## src/rtl/burst2_pkg.sv

```systemverilog
package burst2_pkg;
    typedef enum logic {
        W_EMPTY,
        W_HELD
    } wr_state_e;

    typedef enum logic [1:0] {
        G_QUIET,
        G_WROTE,
        G_EVEN,
        G_ODD
    } gate_state_e;

    typedef enum logic {
        R_IDLE,
        R_LATE
    } ret_state_e;
endpackage

```

## src/rtl/burst2_wr_pair.sv

```systemverilog
module burst2_wr_pair
    import burst2_pkg::*;
#(
    parameter int AW = 21,
    parameter int DW = 64,
    parameter int BW = DW / 8
) (
    input  logic          clk,
    input  logic          rst_n,
    input  logic          usr_wr,
    input  logic [AW-1:0] usr_addr,
    input  logic [DW-1:0] usr_wdata,
    input  logic [BW-1:0] usr_be,
    output logic          wr_pending,
    output logic          wr_fire,
    output logic [AW-1:0] wr_base,
    output logic [DW-1:0] wr_d0,
    output logic [DW-1:0] wr_d1,
    output logic [BW-1:0] wr_be0,
    output logic [BW-1:0] wr_be1
);
    wr_state_e     state, state_nx;
    logic [AW-1:0] hold_addr;
    logic [DW-1:0] hold_data;
    logic [BW-1:0] hold_be;

    always_ff @(posedge clk) begin
        if (!rst_n) state <= W_EMPTY;
        else        state <= state_nx;
    end

    always_comb begin
        state_nx = state;
        unique case (state)
            W_EMPTY: if (usr_wr) state_nx = W_HELD;
            W_HELD:  if (usr_wr) state_nx = W_EMPTY;
        endcase
    end

    always_ff @(posedge clk) begin
        if (!rst_n) begin
            hold_addr <= '0;
            hold_data <= '0;
            hold_be   <= '0;
        end else if (state == W_EMPTY && usr_wr) begin
            hold_addr <= usr_addr;
            hold_data <= usr_wdata;
            hold_be   <= usr_be;
        end
    end

    always_comb begin
        wr_pending = (state == W_HELD);
        wr_fire    = (state == W_HELD) && usr_wr;
        wr_base    = hold_addr;
        wr_d0      = hold_data;
        wr_be0     = hold_be;
        wr_d1      = usr_wdata;
        wr_be1     = usr_be;
    end

    AST_HOLD_STABLE: assert property (@(posedge clk) disable iff (!rst_n)
        (state == W_HELD && !usr_wr) |=> ($stable(hold_data) && $stable(hold_addr)));
endmodule

```

## src/rtl/burst2_rd_gate.sv

```systemverilog
module burst2_rd_gate
    import burst2_pkg::*;
#(
    parameter int AW = 21
) (
    input  logic          clk,
    input  logic          rst_n,
    input  logic          usr_rd,
    input  logic          usr_wr,
    input  logic [AW-1:0] usr_addr,
    input  logic          wr_pending,
    output logic          rd_fire,
    output logic          rd_odd,
    output logic [AW-1:0] rd_base,
    output logic          proto_err
);
    gate_state_e   state, state_nx;
    logic [AW-1:0] last_even;
    logic          bad_wr, bad_slot, absorb, rd_drop;

    always_comb begin
        bad_wr   = usr_wr || wr_pending || (state == G_WROTE);
        bad_slot = !usr_addr[0] && (state == G_EVEN || state == G_ODD);
        absorb   = usr_addr[0] && (state == G_EVEN) && (usr_addr == last_even + AW'(1));
        rd_drop  = usr_rd && (bad_wr || bad_slot);
        rd_fire  = usr_rd && !bad_wr && !bad_slot && !absorb;
        rd_odd   = usr_addr[0];
        rd_base  = {usr_addr[AW-1:1], 1'b0};
    end

    always_ff @(posedge clk) begin
        if (!rst_n) state <= G_QUIET;
        else        state <= state_nx;
    end

    always_comb begin
        state_nx = G_QUIET;
        unique case (state)
            G_QUIET, G_WROTE, G_EVEN, G_ODD: begin
                if (usr_wr)                 state_nx = G_WROTE;
                else if (rd_fire && !rd_odd) state_nx = G_EVEN;
                else if (rd_fire && rd_odd)  state_nx = G_ODD;
                else                         state_nx = G_QUIET;
            end
        endcase
    end

    always_ff @(posedge clk) begin
        if (!rst_n) begin
            last_even <= '0;
            proto_err <= 1'b0;
        end else begin
            if (rd_fire && !rd_odd) last_even <= usr_addr;
            if (rd_drop)            proto_err <= 1'b1;
        end
    end

    AST_ERR_STICKY: assert property (@(posedge clk) disable iff (!rst_n)
        $past(proto_err) |-> proto_err);
    AST_DROP_AFTER_WRITE: assert property (@(posedge clk) disable iff (!rst_n)
        (usr_rd && (wr_pending || usr_wr)) |=> proto_err);
endmodule

```

## src/rtl/burst2_rd_return.sv

```systemverilog
module burst2_rd_return
    import burst2_pkg::*;
#(
    parameter int DW     = 64,
    parameter int RD_LAT = 1
) (
    input  logic          clk,
    input  logic          rst_n,
    input  logic          issue_valid,
    input  logic          issue_odd,
    input  logic [DW-1:0] mem_rd0,
    input  logic [DW-1:0] mem_rd1,
    output logic [DW-1:0] usr_q,
    output logic          usr_qv
);
    localparam int STAGES = RD_LAT + 1;

    logic [STAGES-1:0] tv, todd;
    logic              tag_v, tag_odd;
    ret_state_e        state, state_nx;
    logic [DW-1:0]     late_word;

    always_ff @(posedge clk) begin
        if (!rst_n) begin
            tv[0]   <= 1'b0;
            todd[0] <= 1'b0;
        end else begin
            tv[0]   <= issue_valid;
            todd[0] <= issue_odd;
        end
    end

    generate
        for (genvar g = 1; g < STAGES; g++) begin : g_tag
            always_ff @(posedge clk) begin
                if (!rst_n) begin
                    tv[g]   <= 1'b0;
                    todd[g] <= 1'b0;
                end else begin
                    tv[g]   <= tv[g-1];
                    todd[g] <= todd[g-1];
                end
            end
        end
    endgenerate

    assign tag_v   = tv[STAGES-1];
    assign tag_odd = todd[STAGES-1];

    always_ff @(posedge clk) begin
        if (!rst_n) state <= R_IDLE;
        else        state <= state_nx;
    end

    always_comb begin
        state_nx = R_IDLE;
        unique case (state)
            R_IDLE: state_nx = tag_v ? R_LATE : R_IDLE;
            R_LATE: state_nx = tag_v ? R_LATE : R_IDLE;
        endcase
    end

    always_ff @(posedge clk) begin
        if (!rst_n) begin
            usr_q     <= '0;
            usr_qv    <= 1'b0;
            late_word <= '0;
        end else begin
            if (tag_v) late_word <= mem_rd1;
            unique case (state)
                R_IDLE: begin
                    usr_qv <= tag_v && !tag_odd;
                    if (tag_v && !tag_odd) usr_q <= mem_rd0;
                end
                R_LATE: begin
                    usr_qv <= 1'b1;
                    usr_q  <= late_word;
                end
            endcase
        end
    end

    AST_NO_SLOT_CLASH: assert property (@(posedge clk) disable iff (!rst_n)
        (state == R_LATE) |-> !(tag_v && !tag_odd));
endmodule

```

## src/rtl/burst2_sram_adapter.sv

```systemverilog
module burst2_sram_adapter
    import burst2_pkg::*;
#(
    parameter int AW     = 21,
    parameter int DW     = 64,
    parameter int RD_LAT = 1
) (
    input  logic              clk,
    input  logic              rst_n,
    input  logic              usr_wr,
    input  logic              usr_rd,
    input  logic [AW-1:0]     usr_addr,
    input  logic [DW-1:0]     usr_wdata,
    input  logic [DW/8-1:0]   usr_be,
    output logic [DW-1:0]     usr_q,
    output logic              usr_qv,
    output logic              proto_err,
    output logic              mem_req,
    output logic              mem_we,
    output logic [AW-1:0]     mem_addr,
    output logic [DW-1:0]     mem_wd0,
    output logic [DW-1:0]     mem_wd1,
    output logic [DW/8-1:0]   mem_be0,
    output logic [DW/8-1:0]   mem_be1,
    input  logic [DW-1:0]     mem_rd0,
    input  logic [DW-1:0]     mem_rd1
);
    localparam int BW = DW / 8;

    logic          wr_pending, wr_fire, rd_fire, rd_odd;
    logic [AW-1:0] wr_base, rd_base;
    logic [DW-1:0] wr_d0, wr_d1;
    logic [BW-1:0] wr_be0, wr_be1;

    burst2_wr_pair #(.AW(AW), .DW(DW), .BW(BW)) u_wr (
        .clk(clk), .rst_n(rst_n), .usr_wr(usr_wr), .usr_addr(usr_addr),
        .usr_wdata(usr_wdata), .usr_be(usr_be), .wr_pending(wr_pending),
        .wr_fire(wr_fire), .wr_base(wr_base), .wr_d0(wr_d0), .wr_d1(wr_d1),
        .wr_be0(wr_be0), .wr_be1(wr_be1)
    );

    burst2_rd_gate #(.AW(AW)) u_gate (
        .clk(clk), .rst_n(rst_n), .usr_rd(usr_rd), .usr_wr(usr_wr),
        .usr_addr(usr_addr), .wr_pending(wr_pending), .rd_fire(rd_fire),
        .rd_odd(rd_odd), .rd_base(rd_base), .proto_err(proto_err)
    );

    burst2_rd_return #(.DW(DW), .RD_LAT(RD_LAT)) u_ret (
        .clk(clk), .rst_n(rst_n), .issue_valid(rd_fire), .issue_odd(rd_odd),
        .mem_rd0(mem_rd0), .mem_rd1(mem_rd1), .usr_q(usr_q), .usr_qv(usr_qv)
    );

    always_ff @(posedge clk) begin
        if (!rst_n) begin
            mem_req  <= 1'b0;
            mem_we   <= 1'b0;
            mem_addr <= '0;
            mem_wd0  <= '0;
            mem_wd1  <= '0;
            mem_be0  <= '0;
            mem_be1  <= '0;
        end else begin
            mem_req <= wr_fire || rd_fire;
            mem_we  <= wr_fire;
            if (wr_fire) begin
                mem_addr <= wr_base;
                mem_wd0  <= wr_d0;
                mem_wd1  <= wr_d1;
                mem_be0  <= wr_be0;
                mem_be1  <= wr_be1;
            end else if (rd_fire) begin
                mem_addr <= rd_base;
            end
        end
    end

    AST_WR_BURST_AFTER_PAIR: assert property (@(posedge clk) disable iff (!rst_n)
        (mem_req && mem_we) |-> $past(usr_wr));
    AST_NO_REQ_CLASH: assert property (@(posedge clk) disable iff (!rst_n)
        !(wr_fire && rd_fire));
    AST_QV_NEEDS_READ: assert property (@(posedge clk) disable iff (!rst_n)
        usr_qv |-> ($past(usr_rd, 3) || $past(usr_rd, 4)));
endmodule

```

## config.mk

```make
export PLATFORM = sky130hd
export DESIGN_NAME = burst2_sram_adapter
export DESIGN_NICKNAME = d
export VERILOG_FILES = /design/src/rtl/burst2_pkg.sv /design/src/rtl/burst2_wr_pair.sv /design/src/rtl/burst2_rd_gate.sv /design/src/rtl/burst2_rd_return.sv /design/src/rtl/burst2_sram_adapter.sv
export SDC_FILE = /design/constraint.sdc
export NUM_CORES = 1
export LEC_CHECK = 0
export BUFFER_PORTS_ARGS = -buffer_cell sky130_fd_sc_hd__buf_2
export CORE_UTILIZATION = 57
export DETAILED_ROUTE_END_ITERATION = 6
export GPL_ROUTABILITY_DRIVEN = 0
export GPL_TIMING_DRIVEN = 0
export PLACE_DENSITY = 0.86
export SETUP_SLACK_MARGIN = 0.3
export SLEW_MARGIN = 25
export SYNTH_ARGS = -nofsm -noshare
export SYNTH_HDL_FRONTEND = slang
export SYNTH_SLANG_ARGS = --single-unit
```

## constraint.sdc

```tcl
create_clock -name clk -period 4.9 [get_ports clk]
set_input_delay 1.47 -clock clk [delete_from_list [all_inputs] [get_ports clk]]
set_output_delay 1.47 -clock clk [all_outputs]
set_load 0.05 [all_outputs]
```

==> out/results.txt, run 1 <==
Final worst path period share - 73.1%
Die area - 31400 um^2
PortBufs - 457
Top cell by count, worst path - clkbuf_1
Clk_lat worst skew - 540 ps
Max-slew violations - 0
Cell Chain, Critical Path - buf_2, ha_1, clkbuf_1, clkbuf_1, buf_1, nor2_1, o211ai_1, o32ai_1, a21oi_1
Chip Height - 177 um
Leakage - 9.43 nW
Synth area leaders - dfxtp_1, mux2i_1, nor2b_1, o211a_1, nand2_1
Setup TNS - 0 ps
Pin count of the biggest net entering global routing - 15
FP Rows - 63
Post-route ant nets - 0
Largest area contributor in the netlist - dfxtp_1
Via Count - 14500
Commonest non-fill, non-tap cell in the layout - buf_2
Max incr delay on CP - 710 ps
Final hold violations - 0
Post-CTS sizing - 0
Total track usage - 30.9%
CTS Sinks - 419
Vias in the first global route - 14700
EDFF count, synth - 0
Hold_ws - 453 ps
Drt pass-1 iters - 5
Area delta synth->final - 24.4%
Core area - 30000 um^2
Postcts setup bufs - 0
Required time worst endpoint - 5360 ps
Clk slew on worst S/H paths - 60 ps
Net count after synthesis - 1925
RSZ-0062 raised after global routing - no
Crit Path Max Fanout - 10
H-tree Lvls - 2
CP Class - input pin to flop
Clk buf depth - 3
Netlist Area Pre-Place - 17500 um^2
Share of layout cells above drive strength 1 - 24.4%
Design Power - 8.11 mW
Clock skew - 20.8 ps
Maximum clock frequency - 279 MHz
Seq/Total Area, Yosys - 47.9%
Avg WL per Cell - 19.0 um
Root buf cell - clkbuf_16
Syn. warnings - 0
DRC Markers - 0
Tightest Pin Transition - 1030 ps
Num ports - 458
Initial antenna violation count - 7
VDD IR-drop max - 326 uV
Max cap viols - 0
Synth Flop Type - dfxtp_1
Final Critical Period - 3580 ps
Global-route wire length before repair - 76.8 mm
Crit path buf inv count - 4
HP Class - flop to flop
Power Density - 372 nW/um^2
CTS tree - done
Status - completed
Slowest stage cell, crit path - buf_1
Hpwl dp - 38.0 mm
Cts hold-fix bufs - 0
Arr. time, crit path - 4050 ps
Die Width - 177 um
Avg Cell Area, Syn - 10.3 um^2
DRT Wirelength - 49.9 mm
FF+latch count, synth - 419
Most frequent cells in the layout - buf_2, dfxtp_1, mux2i_1
Crit path launch type - input pin
Distinct cells, synth - 49
Initial core utilization - 58.5%
Fin nets - 2428
GRT overflow - 0
Rel. slew slack - 31.1%
Vias per cell - 5.53
Fraction of registers with async set/reset - 0%
CTS buffer count - 44
# setup viols final - 0
Delay-heaviest family, CP - buffers and inverters
Critical Path Sink Type - flop
Yosys top cell area share - 47.9%
Syn Inst Count - 1696
Initial drt markers - 686
synthesized netlist by cell type, types with 3 or more instances:
master and n:
and2_1 8, and4_1 4, o211ai_1 20, xor2_1 12, a21boi_0 20, o21bai_1 21
o211a_1 64, o32ai_1 20, nand2_1 124, xnor2_1 11, nor4_1 6, nor2_1 23
nor2b_1 304, and3b_1 3, mux2i_1 366, a21oi_1 21, o21ai_0 26, buf_2 7
and3_1 7, or4_1 24, nand4_1 8, ha_1 4, nor3_1 5, buf_1 28
o21ai_1 3, nand3_1 8, inv_1 6, clkbuf_1 100, dfxtp_1 419
final cells by class:
type / count / area (um^2)
fill: 2151 / 8160
timing repair buffer: 457 / 2290
inverter: 6 / 22.5
buffer: 137 / 538
sequential: 419 / 8390
multi-input combinational: 1134 / 8580
antenna: 4 / 10.0
clock buffer: 60 / 1250
tap: 390 / 488
clock inverter: 19 / 238
flip-flops by register name, summed over array words and instances, names as in the netlist, 2 cells and up:
signal / cells
mem_wd0: 64
mem_wd1: 64
u_ret.late_word: 64
u_ret.usr_q: 64
u_wr.wr_d0: 64
mem_addr: 21
u_gate.last_even: 21
u_wr.wr_base: 21
mem_be0: 8
mem_be1: 8
u_wr.wr_be0: 8
u_gate.state: 2
layer usage:
layer / track usage (%) / wire [um]
met1: 35.5 / 19700
met2: 52.6 / 23800
met3: 7.46 / 3610
met4: 17.0 / 2750
met5: 0 / 19
kinds of logic after synthesis:
family	share of synthesized area [%]
AND/OR/NAND/NOR	17.1
flip-flops	47.9
multiplexers	21.0
AO/OA/AOI/OAI	9.42
buffers and inverters	3.20
XOR/XNOR	1.15
adder cells (fa/ha/maj)	0.286
per-stage QoR:
step           setup slack [ps]  instances  util [%]  area, um^2
3_5_place_dp                795       2543      67.8       20300
6_report                   1320       2626      72.8       21800
3_3_place_gp                821       2543      67.8       20300
5_1_grt                    1210       2624      72.8       21800
2_1_floorplan              1480       1696         -       17500
4_1_cts                    1330       2622      72.7       21800
final timing paths:
check                                          from       endpoint  slack [ps]  depth (start not counted)
worst max register to register  u_gate.last_even[4]   mem_addr[14]        1760                          8
worst max-delay path                         usr_wr   mem_addr[20]        1320                          9
worst min-delay path                  u_ret.todd[0]  u_ret.tag_odd         450                          1
worst min register to register        u_ret.todd[0]  u_ret.tag_odd         450                          1
where the power goes:
part | total (mW) | internal, mW | leakage, nW | switching [mW]
Clock | 3.39 | 2.01 | 0.736 | 1.38
Sequential | 3.64 | 3.55 | 3.41 | 0.0834
Combinational | 1.08 | 0.391 | 5.28 | 0.692
Power figures use the tool's default switching activity.
==> run 2: changes to the inputs <==
--- a/config.mk
+++ b/config.mk
@@ -6,11 +6,12 @@
 export NUM_CORES = 1
 export LEC_CHECK = 0
 export BUFFER_PORTS_ARGS = -buffer_cell sky130_fd_sc_hd__buf_2
-export CORE_UTILIZATION = 57
+export CORE_ASPECT_RATIO = 1.1
+export CORE_UTILIZATION = 48
 export DETAILED_ROUTE_END_ITERATION = 6
 export GPL_ROUTABILITY_DRIVEN = 0
 export GPL_TIMING_DRIVEN = 0
-export PLACE_DENSITY = 0.86
+export PLACE_DENSITY = 0.78
 export SETUP_SLACK_MARGIN = 0.3
 export SLEW_MARGIN = 25
 export SYNTH_ARGS = -nofsm -noshare
==> constraint.sdc (replaced) <==
create_clock -name clk -period 3.01 [get_ports clk]
set_input_delay 0.903 -clock clk [delete_from_list [all_inputs] [get_ports clk]]
set_output_delay 0.903 -clock clk [all_outputs]
set_load 0.05 [all_outputs]
==> run 2 against run 1 <==
Global-route usage down 4.8 points. Setup slack lost 1000 ps. Cell area up 1.7%. Register-to-register slack worse by 1500 ps. Largest cell class unchanged. Sequential power rose by 63%. Non-clock buffer count up 16.
==> out/results.txt, run 2 (same netlist as run 1, synthesis figures left out) <==
Status - completed
Hold worst-path end - u_ret.tag_odd
DRT Wirelength - 50.4 mm (+1.0%)
CTS buffer count - 44 (unchanged)
Chip Height - 202 um (+14%)
Most frequent cells in the layout - buf_2, dfxtp_1, mux2i_1
Hold_ws - 437 ps (-16.4 ps)
CTS tree - done
Seq pwr share - 46.0% (+1.1 points)
Die area - 37300 um^2 (+19%)
Num ports - 458 (unchanged)
Tightest Pin Transition - 1010 ps (-24.9 ps)
Fin worst setup slack - 290 ps (-1030 ps)
Leakage - 9.54 nW (+1.2%)
Worst r2r src - u_gate.last_even[3]
Initial drt markers - 779 (+14%)
Fin nets - 2444 (+0.66%)
Grt met3 use - 5.96% (-1.5 points)
Via Count - 14400 (-1.2%)
Commonest non-fill, non-tap cell in the layout - buf_2
Hpwl dp - 37.5 mm (-1.3%)
Busiest grt layer - met2
Global-route track usage on met2 - 45.1% (-7.5 points)
DRC Markers - 0 (unchanged)
Share of layout cells above drive strength 1 - 27.1% (+2.7 points)
Clk buf depth - 3 (unchanged)
Maximum clock frequency - 368 MHz
Hold path depth - 1 (unchanged)
Setup TNS - 0 ps (unchanged)
Core area - 36100 um^2 (+20%)
Pin count of the biggest net entering global routing - 14 (-1)
Clock skew - 19.3 ps (-1.47 ps)
Vias per cell - 5.24 (-5.3%)
Area delta synth->final - 26.4%
PortBufs - 457 (unchanged)
Clk slew on worst S/H paths - 60 ps (about the same)
FF-to-FF End - mem_addr[1]
Final hold violations - 0 (unchanged)
Hold_sp - u_ret.todd[0]
Initial antenna violation count - 7 (unchanged)
H-tree Lvls - 2 (unchanged)
Met1 Resource Use GR - 30.2% (-5.3 points)
Initial core utilization - 48.6% (-9.9 points)
Global-route wire length before repair - 76.6 mm (-0.25%)
Max cap viols - 0 (unchanged)
FILL cells - 3003 (+40%)
Post-place setup slack - -566 ps (-1360 ps)
Crit Path Max Fanout - 7 (-3)
GRT overflow - 0 (unchanged)
Placed Cells - 2640 (+3.8%)
Switch share - 27.1% (+0.57 points)
Final core occ - 61.4% (-11 points)
Arr. time, crit path - 3190 ps (-860 ps)
Crit path launch type - flop
Crit path from - u_gate.last_even[3]
Root buf cell - clkbuf_16
CP Class - flop to flop
# setup viols final - 0 (unchanged)
FF/Latch Area - 8410 um^2 (+0.24%)
Drt pass-1 iters - 5 (unchanged)
R2R setup slack - 290 ps (-1470 ps)
Rel. slew slack - 32.8% (+1.7 points)
Int Pwr - 9.38 mW (+57%)
Post-route ant nets - 0 (unchanged)
Vias in the first global route - 14200 (-3.6%)
Cells on worst reg2reg path - 10 (+2)
CTS Sinks - 419 (unchanged)
Final Critical Period - 2720 ps
HP Class - flop to flop
Gate power share - 13.9% (+0.5 points)
Clock Power Share - 40.1% (-1.7 points)
Switching power - 3.49 mW (+62%)
Power Density - 581 nW/um^2 (+56%)
Final worst path period share - 90.4%
Max-slew violations - 0 (unchanged)
Layout Cells excl Fill - 2740 (+4.3%)
Area occupied by multi-input gates - 8750 um^2 (+2.0%)
Critical Path Sink Type - flop
Die Width - 184 um (+3.9%)
Avg WL per Cell - 18.4 um (-3.2%)
Required time worst endpoint - 3480 ps (-1880 ps)
FP Rows - 73 (+16%)
Clk_lat worst skew - 550 ps (about the same)
RSZ-0062 raised after global routing - yes
VDD IR-drop max - 365 uV (+12%)
Total track usage - 26.1% (-4.8 points)
## run 2: how the worst max path moves through the flow
| stage | cells past startpoint | to | slack [ps] |
|---|---|---|---|
| finish | 10 | mem_addr[1] | 290 |
| global route | 9 | mem_addr[17] | 200 |
| CTS | 10 | mem_addr[7] | 290 |
| detailed placement | 9 | mem_addr[20] | -570 |
| global placement | 9 | mem_addr[20] | -500 |
| floorplan | 8 | mem_addr[1] | 180 |
## run 2: what timing repair did
item / in CTS / in global routing
hold endpoints to repair: 0 / 0
buffers inserted: 6 / 9
gates cloned: 0 / 1
pin swaps: 7 / 16
setup endpoints to repair: 123 / 87
resized for setup: 29 / 55
hold buffers: 0 / 0
## run 2: routing by layer
| metal | share of wire (%) | up-vias | wire, um |
|---|---|---|---|
| li1 | - | 6921 | - |
| met1 | 40 | 6807 | 20200 |
| met2 | 49 | 493 | 24900 |
| met3 | 6.4 | 140 | 3250 |
| met4 | 4.2 | 0 | 2100 |
| met5 | 0 | - | 0 |
## run 2: area by class of cell
cell class                 count  share of cell area (%)
clock inverter                11                   0.311
antenna                        7                  0.0791
clock buffer                  66                    5.80
buffer                       137                    2.67
tap                          487                    2.75
sequential                   419                    37.9
multi-input combinational   1134                    39.5
inverter                       6                   0.102
timing repair buffer         473                    10.9
## run 2: worst max-delay path, cell delays in order (launching register included)
cell      delay (ps)
dfxtp_2          320
buf_6            120
and4_4           180
buf_6            120
a311oi_2         250
a31oi_1           70
a2111o_1         410
or3_4            370
buf_2            160
or4_1            500
a21oi_1          150
## run 2: metrics by stage
| stage | cell area, um^2 | total power, mW |
|---|---|---|
| after floorplan | 17500 | 7.23 |
| after global placement | 20400 | 7.75 |
| after detailed placement | 20400 | 7.80 |
| after CTS | 21900 | 12.9 |
| after global routing | 22200 | 13.3 |
| final | 22200 | 12.9 |
## run 2: power by group through the flow
| stage | Combinational, mW | Clock (mW) | Sequential, mW |
|---|---|---|---|
| floorplan | 0.776 | 0 | 6.45 |
| global placement | 1.72 | 0 | 6.03 |
| detailed placement | 1.76 | 0 | 6.04 |
| CTS | 1.77 | 5.23 | 5.92 |
| global route | 1.90 | 5.47 | 5.95 |
| finish | 1.78 | 5.16 | 5.93 |
==> run 3: changes to the inputs <==
--- a/config.mk
+++ b/config.mk
@@ -12,6 +12,7 @@
 export GPL_ROUTABILITY_DRIVEN = 0
 export GPL_TIMING_DRIVEN = 0
 export PLACE_DENSITY = 0.78
+export REMOVE_ABC_BUFFERS = 1
 export SETUP_SLACK_MARGIN = 0.3
 export SLEW_MARGIN = 25
 export SYNTH_ARGS = -nofsm -noshare
==> run 3 against run 2 <==
Sequential power is essentially flat. Clock power barely moved. Sequential share of layout area up 0.20 points. Clock skew decreased by 7.0 ps. Total power decreased by 0.20%. First-iteration DRC count grew 5.9%. Critical path depth decreased by 2. Register-to-register slack worse by 60 ps. Critical endpoint is now mem_addr[12]. Combinational power barely moved. Via count shrank 4.1%.
==> out/results.txt, run 3 (same netlist as run 1, synthesis figures left out) <==
CTS Sinks - 419 (unchanged)
CTS tree - done
Maximum clock frequency - 357 MHz (-2.9%)
Area delta synth->final - 26.0%
Pin count of the biggest net entering global routing - 152 (+138)
Hold path depth - 1 (unchanged)
Commonest non-fill, non-tap cell in the layout - buf_2
Clk buf depth - 3 (unchanged)
Initial core utilization - 48.6% (unchanged)
# setup viols final - 0 (unchanged)
Core area - 36100 um^2 (unchanged)
Seq pwr share - 46.1% (about the same)
Clock skew - 12.3 ps (-7.01 ps)
Global-route wire length before repair - 69.6 mm (-9.1%)
Final Critical Period - 2800 ps (+81.3 ps)
Int Pwr - 9.48 mW (+1.1%)
Clk_lat worst skew - 530 ps (-20 ps)
Final hold violations - 0 (unchanged)
FILL cells - 2998 (-0.17%)
Total track usage - 23.0% (-3.1 points)
Gate power share - 13.7% (-0.2 points)
Most frequent cells in the layout - buf_2, dfxtp_1, mux2i_1
Root buf cell - clkbuf_16
Tightest Pin Transition - 827 ps (-181 ps)
FP Rows - 73 (unchanged)
Max incr delay on CP - 570 ps (+70 ps)
Switch share - 26.2% (-0.94 points)
Cts hold-fix bufs - 0 (unchanged)
Cell Chain, Critical Path - buf_2, xor2_1, a311oi_1, a31oi_1, a2111o_1, or3_4, or4_4, a21oi_2
Vias per cell - 5.27 (+0.63%)
Crit Path Max Fanout - 5 (-2)
Leakage - 9.48 nW (-0.61%)
HP Class - flop to flop
H-tree Lvls - 2 (unchanged)
Num ports - 458 (unchanged)
Via Count - 13800 (-4.1%)
Share of layout cells above drive strength 1 - 29.2% (+2.1 points)
Clock Power Share - 40.2% (about the same)
Initial antenna violation count - 1 (-6)
Required time worst endpoint - 3480 ps (about the same)
Max cap viols - 0 (unchanged)
Rel. slew slack - 44.6% (+12 points)
Crit path launch type - input pin
Drt pass-1 iters - 5 (unchanged)
Final worst path period share - 93.1% (+2.7 points)
Layout Cells excl Fill - 2610 (-4.7%)
Hpwl dp - 30.3 mm (-19%)
Die area - 37300 um^2 (unchanged)
Die Width - 184 um (unchanged)
DRT Wirelength - 45.2 mm (-10%)
Post-route ant nets - 0 (unchanged)
Slowest stage cell, crit path - or4_4
Fin nets - 2322 (-5.0%)
Chip Height - 202 um (unchanged)
GRT overflow - 0 (unchanged)
VDD IR-drop max - 492 uV (+35%)
PortBufs - 457 (unchanged)
Placed Cells - 2516 (-4.7%)
CP Class - input pin to flop
Critical Path Sink Type - flop
Vias in the first global route - 13300 (-6.0%)
Max-slew violations - 0 (unchanged)
DRC Markers - 0 (unchanged)
Design Power - 12.8 mW (-0.20%)
Initial drt markers - 825 (+5.9%)
Avg WL per Cell - 17.3 um (-5.9%)
RSZ-0062 raised after global routing - yes
Arr. time, crit path - 3270 ps (+80 ps)
CTS buffer count - 43 (-2.3%)
Status - completed
Power Density - 582 nW/um^2 (+0.14%)
Clk slew on worst S/H paths - 60 ps (about the same)
Cells on worst reg2reg path - 8 (-2)
Switching power - 3.36 mW (-3.6%)
-- run 3: cell count changes in the layout (fill, tap and decap cells not counted), moves of 6 or more --
cell	previous run	this run
buf_2	462	454
buf_16	0	11
diode_2	7	1
clkbuf_1	106	7
buf_6	7	1
clkbuf_2	12	0
buf_1	19	0
-- run 3: per-layer routing --
metal  part of all wire [%]  wire length [um]  track usage (%)
met1                     39             17700             26.3
met2                     51             22800             41.1
met3                    7.4              3340             6.09
met4                    2.9              1290             7.95
met5                      0                 0                0
-- run 3: final timing paths --
path,slack [ps],startpoint,to
worst min-delay path,450,u_ret.todd[0],u_ret.tag_odd
worst max register to register,230,u_gate.last_even[7],mem_addr[12]
worst min register to register,450,u_ret.todd[0],u_ret.tag_odd
worst max-delay path,210,usr_addr[19],mem_addr[12]
-- run 3: repair_timing --
item,4_1_cts,5_1_grt
gates cloned,2,4
buffers inserted,6,7
setup endpoints to repair,46,26
pin swaps,3,16
gates resized for setup,11,62
-- run 3: layout make-up --
class / instances / area, um^2 / area share, %
Multi-Input combinational cell: 1139 / 8900 / 40.3
Sequential cell: 419 / 8420 / 38.1
Timing Repair Buffer: 483 / 2740 / 12.4
Clock buffer: 61 / 1280 / 5.78
Tap cell: 487 / 609 / 2.76
Clock inverter: 13 / 98.8 / 0.448
Inverter: 6 / 26.3 / 0.119
Timing Repair inverter: 1 / 7.51 / 0.0340
Antenna cell: 1 / 2.50 / 0.0113
-- run 3: critical path: cells and delay by family --
kind / cells / cell delay [ps]
AOI/OAI and AO/OA: 4 / 990
and+or+nand+nor: 2 / 1060
xor gates and xnor gates: 1 / 170
buffers and inverters: 1 / 150
-- run 3: through the flow --
stage / cell area, um^2 / setup TNS, ps / hold WS, ps / setup WS, ps / util [%]
2_1_floorplan: 17000 / -979170 / 412 / -6280 / -
4_1_cts: 21800 / 0 / 457 / 218 / 60.4
5_1_grt: 22100 / 0 / 482 / 191 / 61.2
3_3_place_gp: 19900 / -1897040 / 423 / -10650 / 55.1
3_5_place_dp: 20300 / -34080 / 427 / -928 / 56.3
6_report: 22100 / 0 / 453 / 209 / 61.2
-- run 3: power groups by stage --
stage,clock network (mW),logic [mW],registers [mW]
global route,5.53,1.87,5.95
finish,5.16,1.75,5.93
CTS,5.27,1.73,5.93
detailed placement,0,1.71,6.04
floorplan,0,0.807,6.47
global placement,0,1.83,6.04
